--- src/rtl/bma_pkg.sv ---
package bma_pkg;

    typedef enum logic [1:0] {
        ST_IDLE,
        ST_ARB,
        ST_BEAT,
        ST_DONE
    } bma_state_e;

    localparam int LANE_W   = 8;
    localparam int MAX_BYTES = 4;
    localparam int IDX_W    = $clog2(MAX_BYTES);

    function automatic logic [IDX_W-1:0] final_index(input logic [1:0] sz);
        logic [IDX_W-1:0] r;
        unique case (sz)
            2'b00:   r = IDX_W'(0);
            2'b01:   r = IDX_W'(1);
            default: r = IDX_W'(MAX_BYTES - 1);
        endcase
        return r;
    endfunction

endpackage

--- src/rtl/bma_fsm.sv ---
module bma_fsm
    import bma_pkg::*;
(
    input  logic       clk,
    input  logic       rst_n,
    input  logic       req,
    input  logic       gnt,
    input  logic       last_beat,
    output bma_state_e state,
    output logic       own_bus,
    output logic       beat,
    output logic       done
);

    bma_state_e state_q, state_d;

    always_comb begin
        state_d = state_q;
        unique case (state_q)
            ST_IDLE: if (req)       state_d = ST_ARB;
            ST_ARB:  if (gnt)       state_d = ST_BEAT;
            ST_BEAT: if (last_beat) state_d = ST_DONE;
            ST_DONE:                state_d = ST_IDLE;
        endcase
    end

    always_ff @(posedge clk or negedge rst_n) begin
        if (!rst_n) state_q <= ST_IDLE;
        else        state_q <= state_d;
    end

    always_comb begin
        own_bus = 1'b0;
        beat    = 1'b0;
        done    = 1'b0;
        unique case (state_q)
            ST_IDLE: ;
            ST_ARB:  own_bus = 1'b1;
            ST_BEAT: begin
                own_bus = 1'b1;
                beat    = 1'b1;
            end
            ST_DONE: done = 1'b1;
        endcase
    end

    assign state = state_q;

endmodule

--- src/rtl/bma_beat_ctr.sv ---
module bma_beat_ctr
    import bma_pkg::*;
(
    input  logic             clk,
    input  logic             rst_n,
    input  logic             advance,
    input  logic [1:0]       size,
    output logic [IDX_W-1:0] idx,
    output logic             last
);

    logic [IDX_W-1:0] idx_q;

    assign last = (idx_q == final_index(size));
    assign idx  = idx_q;

    always_ff @(posedge clk or negedge rst_n) begin
        if (!rst_n)             idx_q <= '0;
        else if (advance) begin
            if (last)           idx_q <= '0;
            else                idx_q <= idx_q + 1'b1;
        end
    end

endmodule

--- src/rtl/bma_lanes.sv ---
module bma_lanes
    import bma_pkg::*;
(
    input  logic                          clk,
    input  logic                          rst_n,
    input  logic                          clear,
    input  logic                          capture,
    input  logic [IDX_W-1:0]              idx,
    input  logic [MAX_BYTES*LANE_W-1:0]   wdata,
    input  logic [LANE_W-1:0]             lane_in,
    output logic [LANE_W-1:0]             lane_out,
    output logic [MAX_BYTES*LANE_W-1:0]   rdata
);

    assign lane_out = wdata[idx*LANE_W +: LANE_W];

    for (genvar b = 0; b < MAX_BYTES; b++) begin : g_lane
        logic [LANE_W-1:0] byte_q;
        always_ff @(posedge clk or negedge rst_n) begin
            if (!rst_n)                              byte_q <= '0;
            else if (clear)                          byte_q <= '0;
            else if (capture && idx == IDX_W'(b))    byte_q <= lane_in;
        end
        assign rdata[b*LANE_W +: LANE_W] = byte_q;
    end

endmodule

--- src/rtl/bus_master_adapter.sv ---
module bus_master_adapter
    import bma_pkg::*;
#(
    parameter int ADDR_W = 16
) (
    input  logic              clk,
    input  logic              rst_n,
    input  logic              req,
    input  logic              rw,
    input  logic [1:0]        size,
    input  logic [ADDR_W-1:0] addr,
    input  logic [31:0]       wdata,
    output logic [31:0]       rdata,
    output logic              rdy,
    output logic              bus_req,
    input  logic              bus_gnt,
    output logic              bus_stb,
    output logic              bus_we,
    output logic [ADDR_W-1:0] bus_addr,
    output logic [7:0]        bus_wdata,
    input  logic [7:0]        bus_rdata
);

    bma_state_e       state;
    logic             own_bus, beat, done, last;
    logic [IDX_W-1:0] idx;

    bma_fsm u_fsm (
        .clk       (clk),
        .rst_n     (rst_n),
        .req       (req),
        .gnt       (bus_gnt),
        .last_beat (last),
        .state     (state),
        .own_bus   (own_bus),
        .beat      (beat),
        .done      (done)
    );

    bma_beat_ctr u_ctr (
        .clk     (clk),
        .rst_n   (rst_n),
        .advance (beat),
        .size    (size),
        .idx     (idx),
        .last    (last)
    );

    bma_lanes u_lanes (
        .clk      (clk),
        .rst_n    (rst_n),
        .clear    (state == ST_IDLE && req),
        .capture  (beat && !rw),
        .idx      (idx),
        .wdata    (wdata),
        .lane_in  (bus_rdata),
        .lane_out (bus_wdata),
        .rdata    (rdata)
    );

    assign bus_req  = own_bus;
    assign bus_stb  = beat;
    assign bus_we   = beat & rw;
    assign bus_addr = addr + ADDR_W'(idx);
    assign rdy      = done;

endmodule

--- config.mk ---
export PLATFORM = sky130hd
export DESIGN_NAME = bus_master_adapter
export DESIGN_NICKNAME = d
export VERILOG_FILES = /design/src/rtl/bma_pkg.sv /design/src/rtl/bma_fsm.sv /design/src/rtl/bma_beat_ctr.sv /design/src/rtl/bma_lanes.sv /design/src/rtl/bus_master_adapter.sv
export SDC_FILE = /design/constraint.sdc
export NUM_CORES = 1
export LEC_CHECK = 0
export ABC_CLOCK_PERIOD_IN_PS = 4480
export BUFFER_PORTS_ARGS = -buffer_cell sky130_fd_sc_hd__buf_2
export CORE_ASPECT_RATIO = 0.6
export CORE_MARGIN = 3
export CORE_UTILIZATION = 47
export CTS_BUF_LIST = sky130_fd_sc_hd__clkbuf_4 sky130_fd_sc_hd__clkbuf_8 sky130_fd_sc_hd__clkbuf_16
export CTS_CLUSTER_DIAMETER = 50
export DETAILED_ROUTE_END_ITERATION = 6
export GPL_ROUTABILITY_DRIVEN = 0
export GPL_TIMING_DRIVEN = 0
export PLACE_DENSITY = 0.89
export SYNTH_ARGS = -nofsm -noshare
export SYNTH_HDL_FRONTEND = slang
export SYNTH_SLANG_ARGS = --single-unit
--- constraint.sdc ---
create_clock -name clk -period 4.48 [get_ports clk]
set_input_delay 0.448 -clock clk [delete_from_list [all_inputs] [get_ports clk]]
set_output_delay 0.448 -clock clk [all_outputs]
set_load 0.05 [all_outputs]
# [Word-level counts from Yosys, hierarchy flattened]
# Index checks and enable logic that the tools add are counted.
[totals] ff_bits=36 input_bits=63 output_inout_bits=60 elab_cells=54
[classes] addsub=2 n_eq_ne=11 n_shift=1 mux=17 n_bitwise=1 reduce_logical=16
[op_table] operator="2-to-1 mux 8 bit" n=8
[op_table] operator="variable part select 32 x 6 -> 8 bit" n=1
[op_table] operator="adder 16 x 2 -> 16 bit" n=1
[op_table] operator="equality test 2 bit (second input constant)" n=4
[op_table] operator="2-to-1 mux 2 bit" n=4
[op_table] operator="one-hot mux 2 bit (4 select lines)" n=1
[op_table] operator="nonzero test 2 bit" n=4
[op_table] operator="equality test 2 x 1 -> 1 bit (second input constant)" n=3
[op_table] operator="logical AND 1 bit" n=6
[op_table] operator="logical NOT 2 bit" n=3
[op_table] operator="inequality test 2 bit (second input constant)" n=3
[op_table] operator="one-hot mux 2 bit (2 select lines)" n=1
[op_table] operator="2-to-1 mux 1 bit" n=3
[op_table] operator="AND reduction 3 bit" n=1
[op_table] operator="adder 2 x 1 -> 2 bit (second input constant)" n=1
[op_table] operator="equality test 2 bit" n=1
[op_table] operator="OR reduction 2 bit" n=1
[op_table] operator="bitwise AND 1 bit" n=1
[op_table] operator="logical NOT 1 bit" n=1

# [Depth between registers and ports, before layout]
# Gate-level depths: netlist of run 1.
[depth] ltp_word=6 depth_mapped=7 depth_no_buf=7

# [By module]
# Synthesis of run 1 repeated with hierarchy kept, for this count alone.
[hier_totals] hier_cells=200 hier_area_um2=2279.7
[modules_own_cells] module="bma_lanes" n_inst=1 cells_per_inst=125 area_each_um2=1639.1 seq_area_each_um2=800.8
[modules_own_cells] module="bus_master_adapter" n_inst=1 cells_per_inst=47 area_each_um2=355.3 seq_area_each_um2=0.0
[modules_own_cells] module="bma_fsm" n_inst=1 cells_per_inst=15 area_each_um2=153.9 seq_area_each_um2=50.0
[modules_own_cells] module="bma_beat_ctr" n_inst=1 cells_per_inst=13 area_each_um2=131.4 seq_area_each_um2=50.0

# [Worst setup path before layout of run 1]
# No wires, ideal clock.
[synth_path] path_type="flip-flop to output port" start="reg u_ctr.idx_q[1], in the netlist u_ctr.idx[1]" end="out bus_addr[10]" arrival_time_ns=2.470 required_time_ns=4.032 path_slack_ns=1.562 stages_incl_launch_ff=8 n_path_buf=1 path_cell_list="dfrtp_1 > buf_2 > inv_1 > fa_1 > nor2b_1 > and3_1 > nand4_1 > xnor2_1"
[synth_via] elab_chain_cells=1
[synth_rtl] item="start: declaration" line_no="bma_beat_ctr.sv:12" rtl="logic [IDX_W-1:0] idx_q;"
[synth_rtl] item="start signal: assignment" line_no="bma_beat_ctr.sv:21" rtl="else idx_q <= idx_q + 1'b1;"
[synth_rtl] item="adder 16 x 2 -> 16 bit" line_no="bus_master_adapter.sv:64" rtl="assign bus_addr = addr + ADDR_W'(idx);"
[synth_rtl] item="end: declaration" line_no="bus_master_adapter.sv:19" rtl="output logic [ADDR_W-1:0] bus_addr,"
# No other way between the ends.

# [Worst setup path after layout of run 1]
[layout_path] start="reg u_ctr.idx_q[1], in the netlist u_ctr.idx[1]" end="out bus_addr[14]"
# Same word-level chain as after synthesis.

==> results of run 1 <==
## metal layers
layer	vias to the layer above	wire (µm)	track usage (%)
li1	1060	-	-
met1	1046	2800	34.0
met2	83	2870	36.9
met3	11	508	5.97
met4	0	85	6.89
met5	-	0	0
## worst paths after layout
kind | start | end | slack [ps] | cells past startpoint
worst min register to register | u_lanes.g_lane[3].byte_q[4] | u_lanes.g_lane[3].byte_q[4] | 520 | 2
worst max-delay path | u_ctr.idx[1] | bus_addr[14] | 1400 | 8
worst min-delay path | rst_n | u_lanes.g_lane[3].byte_q[2] | 240 | 1
max in group asynchronous | rst_n | u_lanes.g_lane[0].byte_q[1] | 3730 | 1
min in group clk | bus_rdata[2] | u_lanes.g_lane[0].byte_q[2] | 460 | 3
worst max register to register | u_ctr.idx[1] | u_lanes.g_lane[0].byte_q[3] | 2580 | 7
## final cells by class
class	count	share of cell area [%]
plain buffers	14	2.06
inverters	8	1.03
repair buffers	122	20.9
clock buffers	8	3.34
multi-input cells	172	39.3
flip-flops and latches	36	30.8
well taps	60	2.57
## cell usage after synthesis (2+ instances only)
library cell and number:
sky130_fd_sc_hd__xnor2_1 10, sky130_fd_sc_hd__nand3_1 35, sky130_fd_sc_hd__dfrtp_1 36, sky130_fd_sc_hd__nand2_1 42
sky130_fd_sc_hd__inv_1 7, sky130_fd_sc_hd__nor3_1 2, sky130_fd_sc_hd__nor2_1 2, sky130_fd_sc_hd__o21ai_1 3
sky130_fd_sc_hd__nor2b_1 5, sky130_fd_sc_hd__and2_1 3, sky130_fd_sc_hd__xor2_1 4, sky130_fd_sc_hd__clkbuf_1 8
sky130_fd_sc_hd__nand4_1 5, sky130_fd_sc_hd__a21oi_1 32, sky130_fd_sc_hd__and3_1 2, sky130_fd_sc_hd__mux4_2 8
sky130_fd_sc_hd__ha_1 10, sky130_fd_sc_hd__buf_2 6
## metrics by stage
step / cell area [µm²] / std cells / hold slack [ps] / util, %
final: 2920 / 420 / 237 / 69.0
after global routing: 2920 / 420 / 303 / 69.0
after CTS: 2920 / 420 / 257 / 69.0
after detailed placement: 2820 / 412 / 512 / 66.7
after global placement: 2820 / 412 / 506 / 66.7
after floorplan: 2140 / 230 / 152 / -
## where the power goes
group | switching [mW] | total (mW) | internal (mW)
Clock | 0.110 | 0.247 | 0.137
Sequential | 0.0798 | 0.536 | 0.456
Combinational | 1.10 | 1.48 | 0.380
Total | 1.29 | 2.27 | 0.973
## worst register-to-register path, cell delays in order, from the launching register on
cell and delay, ps:
sky130_fd_sc_hd__dfrtp_1 430, sky130_fd_sc_hd__buf_2 220, sky130_fd_sc_hd__inv_1 160, sky130_fd_sc_hd__ha_1 160, sky130_fd_sc_hd__clkbuf_1 310, sky130_fd_sc_hd__nand2_1 280
sky130_fd_sc_hd__nand2_1 140, sky130_fd_sc_hd__a21oi_1 70
## kinds of logic (layout without fill, tap and decap cells)
kind of cell    count (synthesis)  after routing  synth area share, %
buf+inv                        22            152                 4.21
fa+ha+maj                      11             11                 6.79
mux                             9              9                 8.95
simple gates                  100            100                 22.5
compound gates                 38             38                 9.71
xor+xnor                       14             14                 5.73
flops                          36             36                 42.1
## sequential cells by signal, summed over array words and instances, names as in the netlist
signal,count
u_fsm.state,2
u_lanes.g_lane.byte_q,32
u_ctr.idx,2
==> results.txt, run 1 <==
In this run the clock root is driven by a sky130_fd_sc_hd__clkbuf_8. After legalization and detailed placement, the total HPWL measured 5.09 mm. The number of gates resized after CTS was 0.

The maximum number of pins on one net before global-route repair is 37. The setup TNS after final layout is 0 ps. The antenna violation net count after detailed routing is 0.

The via count of the first global-routing pass came out at 2069. Compared with the post-synthesis result, the final layout area differs by 36.6%. The die footprint came out at 5420 µm².

The post-synthesis sequential element count came out at 36. The starting DRC count in detailed routing is 130. Traced cell by cell, the critical path runs through buf_2 -> inv_1 -> fa_1 -> nor2b_1 -> and3_1 -> nor2b_1 -> xnor2_1 -> buf_2.

The clock latency reported for the late side of the worst-skew pair came out at 290 ps. The fraction of the cycle the final worst path needs came out at 68.8%. The highest cell delay on the worst timing path came out at 450 ps.

Dividing the detail-routed wire length by the instance count gives 14.9 µm. For this block, the routed nets add up to 6.26 mm of wire. The per-instance average area after synthesis came out at 9.30 µm². STA classifies the critical path startpoint as a register. The maximum clock frequency came out at 325 MHz.

The worst clock skew came out at 6.18 ps. In the layout the commonest cells are 128 x sky130_fd_sc_hd__buf_2, 42 x sky130_fd_sc_hd__nand2_1, 36 x sky130_fd_sc_hd__dfrtp_1, 35 x sky130_fd_sc_hd__nand3_1, 32 x sky130_fd_sc_hd__a21oi_1. After technology mapping, the gate count stands at 230. The largest vdd supply drop came out at 0.538 mV. The slew at the pin with the worst max-slew slack is 792 ps. The final net count came out at 433. Sequential cells were found to cover 42.1% of the synthesized design area. The pre-antenna-repair detailed-routing pass consisted of 4 iterations. The count of final hold-check violations is 0. The count of vias placed by the detailed router came out at 2200. The number of distinct library cell variants in the gate-level netlist after synthesis is 28.

The clock-pin slew of the registers on the worst-case setup and hold paths came out at 70 ps. The total area inside the core boundary comes to 4230 µm². The number of antenna diodes in the final layout is 0. The relative slew slack came out at 47.2%. The register area came out at 901 µm².

The share of async-settable or async-resettable flops after synthesis is 100%. The minimum period implied by the final worst setup slack came out at 3080 ps. Broken down by cell family, the worst path's largest delay share belongs to buffers and inverters. The worst path buffer plus inverter count came out at 3. Input and output buffers added on the ports amount to 122. The total global-route track usage is 24.0%. The leakage power summed over all cells is 1.51 nW.

The arrival time at the worst endpoint came out at 2630 ps. By area the synthesized netlist is led by sky130_fd_sc_hd__dfrtp_1 42%, sky130_fd_sc_hd__mux4_2 8.4%, sky130_fd_sc_hd__nand3_1 8.2%, sky130_fd_sc_hd__a21oi_1 7.5%, sky130_fd_sc_hd__nand2_1 7.4%. Cells with a size suffix above 1 make up 40.8% of the layout. In this run the worst hold path is classified as input port to asynchronous set/reset pin.

The number of fill cells in the layout is 369. The largest buffer count on any clock path is 2. The largest fanout on the critical path came out at 10. The total CTS buffers is 5. The number of setup buffers added after CTS is 0. The via count normalized by instance count came out at 5.24. Summing all multi-input logic gate instances after layout gives 1150 µm². Data on the critical path is required at its endpoint by 4030 ps. In this run the power density over the cells is 775 nW/µm². The cell type of the slowest stage on the worst timing path is sky130_fd_sc_hd__fa_1. The DRC violations left is 0. The initial standard-cell utilization of the core came out at 50.5%. The standard-cell row count is 18.

The final number of setup-violating endpoints is 0. Across all setup checks in the final design, the least slack found is 1400 ps. The primary flip-flop cell chosen by synthesis mapping is sky130_fd_sc_hd__dfrtp_1.

The most common library cell in the layout ignoring fill and taps is sky130_fd_sc_hd__buf_2. In this run the biggest area consumer among cell types represents 42.1% of the synthesized area. The category of the worst setup path capture point is an output port. The total nets after synthesis is 304. The first-pass GRT wire length is 9.94 mm. The overall power after layout came out at 2.27 mW.

The number of antenna violations at the first check in global routing came out at 0. The TritonCTS clock tree is yes. The boundary pin count came out at 123. The total of hold buffers inserted after clock tree synthesis came out at 0. CTS built an H-tree with a depth of 2.

The synthesized netlist occupies a cell area of 2140 µm². The width of the chip came out at 93.1 µm. The count of pins over their slew limit is 0. The flow ran to the end, and the final reports show no timing, DRC or antenna violations. The clock sink count came out at 36. Across the run, the number of max-cap violations was 0. The yosys synthesis warning count is 0. The critical path in this run is classified as register to output port. The sum of overflow across all layers after global routing came out at 0. Setup repair after global routing left no endpoint under its margin. The synthesized design spends more area on one cell type than any other, namely sky130_fd_sc_hd__dfrtp_1. The die height came out at 58.2 µm. The post-place setup slack is 1690 ps. The number of synthesized flops with an enable pin is 0.
Power figures use the tool's default switching activity.
==> run 2, diff against run 1 <==
Settings changed: ABC_CLOCK_PERIOD_IN_PS 4480 to 2700, CORE_UTILIZATION 47 to 40, PLACE_DENSITY 0.89 to 0.81.
Clock period 4.48 ns to 2.7 ns, I/O delays scaled along.
==> run 2 against run 1 <==
Critical path depth unchanged; die area is 16% higher; register-to-register slack got worse by 1800 ps; via count fell by 0.27%; core utilization decreased by 7.4 points; worst setup slack worse by 1200 ps; largest power group unchanged.
==> results.txt, run 2 (same netlist as run 1, synthesis figures left out) <==
The switching power summed over all nets came out at 2.18 mW. The maximum clock frequency came out at 393 MHz. The combinational cell fraction of total power came out at 64.7%.

Entering global routing, the biggest net connects 37 pins. Including well taps, the total number of placed cells is 415. The worst setup path is of the register to output port kind.

The boundary pin count is 123. The number of buffers inserted by port buffering is 122. The path class of the tightest hold or removal check is input port to asynchronous set/reset pin. Measured in cells, the most critical reg-to-reg path has a length of 7. The register area is 901 µm². The first detailed-routing pass ran for 4 iterations. The library cell used most frequently in the layout, excluding fill and tap cells, is sky130_fd_sc_hd__buf_2. The largest vdd supply drop came out at 0.915 mV. The logic depth of the worst path, buffers included is 8. Data on the critical path arrives at its endpoint at 2270 ps.

The post-detailed-placement half-perimeter wirelength came out at 5.20 mm. The antenna violation net count after detailed routing came out at 0. The standard-cell row count came out at 19.

The setup slack on the worst flop-to-flop path came out at 790 ps. The critical path startpoint category is a register. The final number of setup-violating endpoints came out at 0. The clock tree synthesis step divided the H-tree into 2 levels. The worst clock skew is 8.62 ps. The initial standard-cell utilization of the core is 44.1%. The tightest hold path in the finished design has a slack of 59.8 ps.

The post-route netlist has 42.9% of its cells at a drive strength greater than 1. Detailed routing inserted a total of 2194 vias. Data on the critical path is required at its endpoint by 2430 ps. The total overflow left after global routing is 0. Summing all multi-input logic gate instances after layout gives 1180 µm². The total placed instance area is 2840 µm². Dividing the final minimum period by the clock period gives 94.2%. The count of inserted antenna diode cells is 0. The placeable core region is 4850 µm². The library cells used most frequently in the layout, excluding fill and tap cells, are 124 x sky130_fd_sc_hd__buf_2, 42 x sky130_fd_sc_hd__nand2_1, 36 x sky130_fd_sc_hd__dfrtp_1, 35 x sky130_fd_sc_hd__nand3_1, 32 x sky130_fd_sc_hd__a21oi_1. In this design, the largest share of critical-path delay is due to simple AND/OR/NAND/NOR gates. The internal portion of total power is 1.69 mW. The highest cell delay on the worst timing path came out at 410 ps. The clock sink count came out at 36.

The count of pins over their slew limit is 0. The via count of the first global-routing pass came out at 2173. Of the total power, the share spent switching nets is 56.3%. The TritonCTS clock tree is yes. The post-layout instance area is 2990 µm². Clock-pin slew was measured on the worst setup and hold paths at 70 ps. After detailed routing, the number of remaining DRC violations is 0. The power per unit of standard cell area is 1300 nW/µm².

The minimum period implied by the final worst setup slack is 2540 ps. From left edge to right edge, the die measures 100 µm. The slowest stage of the critical path is the sky130_fd_sc_hd__fa_2 cell. The final net count came out at 434. The leakage power summed over all cells came out at 1.53 nW. In the final routed layout, each cell accounts on average for 15.5 µm. The category of the worst setup path capture point is an output port. The first routing iteration left 146 violations. The first-pass GRT wire length is 10.6 mm. After detailed routing, the total wire length is 6.55 mm. The root buffer cell chosen for the clock tree is sky130_fd_sc_hd__clkbuf_8. The die covers 6290 µm². The count of final hold-check violations is 0.

The largest buffer count on any clock path came out at 2. The largest fanout on the critical path is 10. The top register by number of flip-flops is u_lanes.g_lane.byte_q. Per report_power, the sequential group accounts for 22.8% of the total. The flow ran to the end, and the final reports show no timing, DRC or antenna violations. For this run, the total global-route usage over all layers was measured as 21.1%.

The slew at the pin with the worst max-slew slack came out at 800 ps. The number of fill cells in the layout came out at 441. After detailed routing, the number of vias per cell comes to 5.17.

The area growth from synthesis to layout is 39.6%. The setup TNS after final layout came out at 0 ps. Traced cell by cell, the critical path runs through buf_4 -> inv_1 -> fa_2 -> nor2b_2 -> and3_2 -> nor2b_2 -> xnor2_1 -> buf_4. The clock latency reported for the late side of the worst-skew pair came out at 290 ps. The die height is 62.6 µm.

The max-capacitance violation count came out at 0. The relative slew slack came out at 46.7%. Buffers inserted during clock tree synthesis total 5. The number of antenna violations at the first check in global routing came out at 0. The part of the power in the clock network is 12.4%.

Setup repair after global routing left no endpoint under its margin. The final cell count without fillers came out at 424. The register with the most flip-flops in the layout has 32 of them. The worst path buffer plus inverter count came out at 3.
[run 2: final cells by class]
class	count	area share [%]
Sequential cell	36	30.2
Multi-Input combinational cell	172	39.4
Buffer	14	2.10
Inverter	8	1.01
Timing Repair Buffer	123	21.0
Tap cell	63	2.64
Clock inverter	2	1.17
Clock buffer	6	2.56
[run 2: through the flow]
stage | total power [mW] | setup WS (ps) | util (%)
final | 3.87 | 157 | 61.6
after global routing | 4.09 | 16.5 | 61.6
after CTS | 3.87 | 31.8 | 61.3
after detailed placement | 3.38 | 52.1 | 58.6
after global placement | 3.33 | 98.6 | 58.6
after floorplan | 2.81 | 18.9 | -
[run 2: worst paths after layout]
kind                                             start                           to
max                                       u_ctr.idx[1]                 bus_addr[14]
max in group asynchronous                        rst_n                 u_ctr.idx[1]
min in group clk                          bus_rdata[4]  u_lanes.g_lane[0].byte_q[4]
min                                              rst_n  u_lanes.g_lane[1].byte_q[4]
min reg2reg                u_lanes.g_lane[1].byte_q[3]  u_lanes.g_lane[1].byte_q[3]
max reg2reg                               u_ctr.idx[0]  u_lanes.g_lane[2].byte_q[2]
[run 2: worst register-to-register path: cells and delay by family, from the launching register on]
kind | cells | cell delay, ps
buffers and inverters | 3 | 700
AO/OA/AOI/OAI | 1 | 70
adder cells (fa/ha/maj) | 1 | 150
flip-flops | 1 | 420
AND/OR/NAND/NOR | 2 | 460
[run 2: routing by layer]
layer / track usage (%) / vias up / part of all wire (%)
met3: 5.35 / 4 / 8.8
met2: 31.8 / 83 / 45
met1: 30.8 / 1050 / 45
met5: 0 / - / 0
met4: 4.03 / 0 / 0.56
li1: - / 1057 / -
[run 2: power by group through the flow]
stage               Sequential, mW  Combinational [mW]  Clock, mW
detailed placement           0.899                2.48          0
global route                 0.916                2.68      0.499
CTS                          0.883                2.51      0.481
global placement             0.890                2.44          0
floorplan                     1.54                1.27          0
finish                       0.883                2.50      0.481
[run 2: timing repair]
action                                  CTS  global route
hold buffers                              0             0
pin swaps                                 0             0
gates resized for setup                   4             5
endpoints found under the hold margin     0             0
endpoints found under the setup margin    4             5
buffers inserted                          1             0
==> run 3, diff against run 2 <==
Settings changed: PLACE_DENSITY 0.81 to not set, PLACE_DENSITY_LB_ADDON set to 0.1, REMOVE_ABC_BUFFERS set to 1.
==> run 3 against run 2 <==
Global-route usage fell by 0.61 points; clock skew fell by 3.2 ps; via count fell by 2.5%; largest power group unchanged; count of clock-buffer cells in the layout did not move.
==> results.txt, run 3 (same netlist as run 1, synthesis figures left out) <==
The clock latency reported for the late side of the worst-skew pair is 290 ps. In this run, the clock network consumes 9.7% of the power. The standard-cell row count is 19. The largest buffer count on any clock path is 2. The most congested layer reported by global routing is met2.

The layout cell share with drive strength beyond 1 came out at 42.7%. Dividing the detail-routed wire length by the instance count gives 15.5 µm. The clock sink count is 36. The switching power summed over all nets is 2.16 mW. The first detailed-routing pass ran for 5 iterations. Setup repair after global routing left no endpoint under its margin.

The finished layout holds 412 standard cells, fillers aside. The register area is 906 µm². The wire-length estimate of the detail-placed layout is 4.77 mm. The first-pass GRT wire length came out at 10.4 mm. The combinational cell fraction of total power is 66.6%. The final net count came out at 423. Clock tree synthesis selected as its root buffer the cell sky130_fd_sc_hd__clkbuf_8. The antenna violation net count after detailed routing is 0. The number of cells on the worst reg-to-reg path is 7. From synthesis to final layout, the design area changed by 35.9%.

At the pin with the least slew margin, the transition time is 1130 ps. The post-route core utilization is 59.9%. Across the run, the number of max-cap violations was 0.

The top register by number of flip-flops is u_lanes.g_lane.byte_q. From left edge to right edge, the die measures 100 µm. The run finished with clean final reports.

The largest fanout on the critical path came out at 4. The count of vias placed by the detailed router is 2140. Clock skew on the completed layout was measured at 5.40 ps. The die height is 62.6 µm. The number of levels the H-tree was split into came out at 2.

The arrival time at the worst endpoint came out at 2270 ps. The total of hold buffers inserted after clock tree synthesis came out at 0. The leakage power summed over all cells came out at 1.48 nW. In the layout the commonest cells are 119 x sky130_fd_sc_hd__buf_2, 42 x sky130_fd_sc_hd__nand2_1, 35 x sky130_fd_sc_hd__nand3_1, 34 x sky130_fd_sc_hd__dfrtp_1, 32 x sky130_fd_sc_hd__a21oi_1. The flip-flop count of the largest register, all copies and words added is 32.

The via count normalized by instance count is 5.19. The boundary pin count came out at 123. The post-layout instance area came out at 2910 µm². The via count of the first global-routing pass is 2174. The library cell used most frequently in the layout, excluding fill and tap cells, is sky130_fd_sc_hd__buf_2. The maximum number of pins on one net before global-route repair is 37. At the worst endpoint, the required time is 2430 ps.

The maximum clock frequency came out at 394 MHz. Setup violations remaining at the end of the flow were counted as 0. Registers are responsible for 23.6% of the overall power. The total global-route track usage is 20.5%.

The combined area of the multi-input logic cells came out at 1150 µm². The number of fill cells in the layout is 437. The relative slew slack is 24.7%.

TritonCTS built the clock tree. The worst register-to-register path begins at u_fsm.state[0]. Summing all placed instances gives a cell area of 2790 µm². The number of cells after detailed placement came out at 402. The count of pins over their slew limit is 0. Global routing consumed, on the met1 layer, 28.2% of the routing resources. The count of final hold-check violations is 0. The worst hold-check path type is input port to asynchronous set/reset pin. The count of inserted antenna diode cells is 0. Hold timing on the final database bottoms out at a slack of 71.6 ps.

The worst setup path is launched from a register. The sum of overflow across all layers after global routing came out at 0. The minimum period implied by the final worst setup slack is 2540 ps. The power per unit of standard cell area is 1290 nW/µm². The category of the worst setup path capture point is an output port. The starting DRC count in detailed routing is 112. The die footprint is 6290 µm².

The placeable core region came out at 4850 µm². The total CTS buffers came out at 5. The aggregate routed wire length came out at 6.41 mm. The internal portion of total power is 1.60 mW. The largest vdd supply drop is 0.675 mV. Once the floorplan was initialized, standard cells occupied 44.1% of the core.

For this run, global-route usage on met3 was measured as 7.69%. In this run the critical register-to-register path is captured at u_lanes.g_lane[3].byte_q[4]. The clock-pin slew of the registers on the worst-case setup and hold paths is 60 ps. For flop-to-flop paths, the worst setup slack is 380 ps. The number of antenna violations at the first check in global routing came out at 0. The number of buffers inserted by port buffering is 122. In the global route stage, met2 resource usage came out at 31.0%. The setup TNS after final layout is 0 ps.

The critical path is of the register to output port type. The fraction of the cycle the final worst path needs came out at 94.0%. The switching power as a share of total power came out at 57.5%. The DRC violations left is 0.
[run 3: final cells by class]
type,instances,share of cell area (%)
Clock inverter,1,0.172
Tap cell,63,2.71
Sequential cell,36,31.2
Multi-Input combinational cell,172,39.7
Timing Repair Buffer,126,22.6
Inverter,8,1.03
Clock buffer,6,2.63
[run 3: what timing repair did]
item / in CTS / in global routing
setup endpoints to repair: 8 / 4
resized for setup: 6 / 2
buffers inserted: 3 / 0
pin swaps: 0 / 0
[run 3: worst max-delay path: stages (launching register included)]
cell                      delay, ps
sky130_fd_sc_hd__dfrtp_4        430
sky130_fd_sc_hd__ha_1           170
sky130_fd_sc_hd__inv_1           60
sky130_fd_sc_hd__fa_1           410
sky130_fd_sc_hd__nor2b_2        160
sky130_fd_sc_hd__and3_2         230
sky130_fd_sc_hd__nor2b_1        170
sky130_fd_sc_hd__xnor2_1        140
sky130_fd_sc_hd__buf_4          220
[run 3: layer usage]
layer	wire [µm]	share of wire, %
met1	2920	46
met2	2810	44
met4	61	0.95
met3	615	9.6
met5	0	0
[run 3: per-stage QoR]
stage / total power [mW] / worst slack, ps
4_1_cts: 3.78 / 78.8
6_report: 3.75 / 162
3_3_place_gp: 3.33 / -830
5_1_grt: 3.98 / 14.8
2_1_floorplan: 2.77 / -413
3_5_place_dp: 3.35 / -139
[run 3: worst max path at each step]
stage                        start                           to  slack (ps)  depth (start not counted)
finish                u_ctr.idx[0]                 bus_addr[14]         160                          8
global route          u_ctr.idx[0]                 bus_addr[14]          10                          8
CTS                   u_ctr.idx[0]                 bus_addr[14]          80                          8
detailed placement    u_ctr.idx[0]                 bus_addr[14]        -140                          8
global placement    u_fsm.state[0]  u_lanes.g_lane[0].byte_q[5]        -830                          6
floorplan           u_fsm.state[0]  u_lanes.g_lane[0].byte_q[0]        -410                          6
[run 3: power by group through the flow]
| stage | Combinational, mW | Sequential, mW | Clock, mW |
|---|---|---|---|
| after global routing | 2.66 | 0.919 | 0.399 |
| after CTS | 2.51 | 0.888 | 0.376 |
| after floorplan | 1.19 | 1.58 | 0 |
| after global placement | 2.38 | 0.950 | 0 |
| final | 2.50 | 0.886 | 0.366 |
| after detailed placement | 2.40 | 0.954 | 0 |
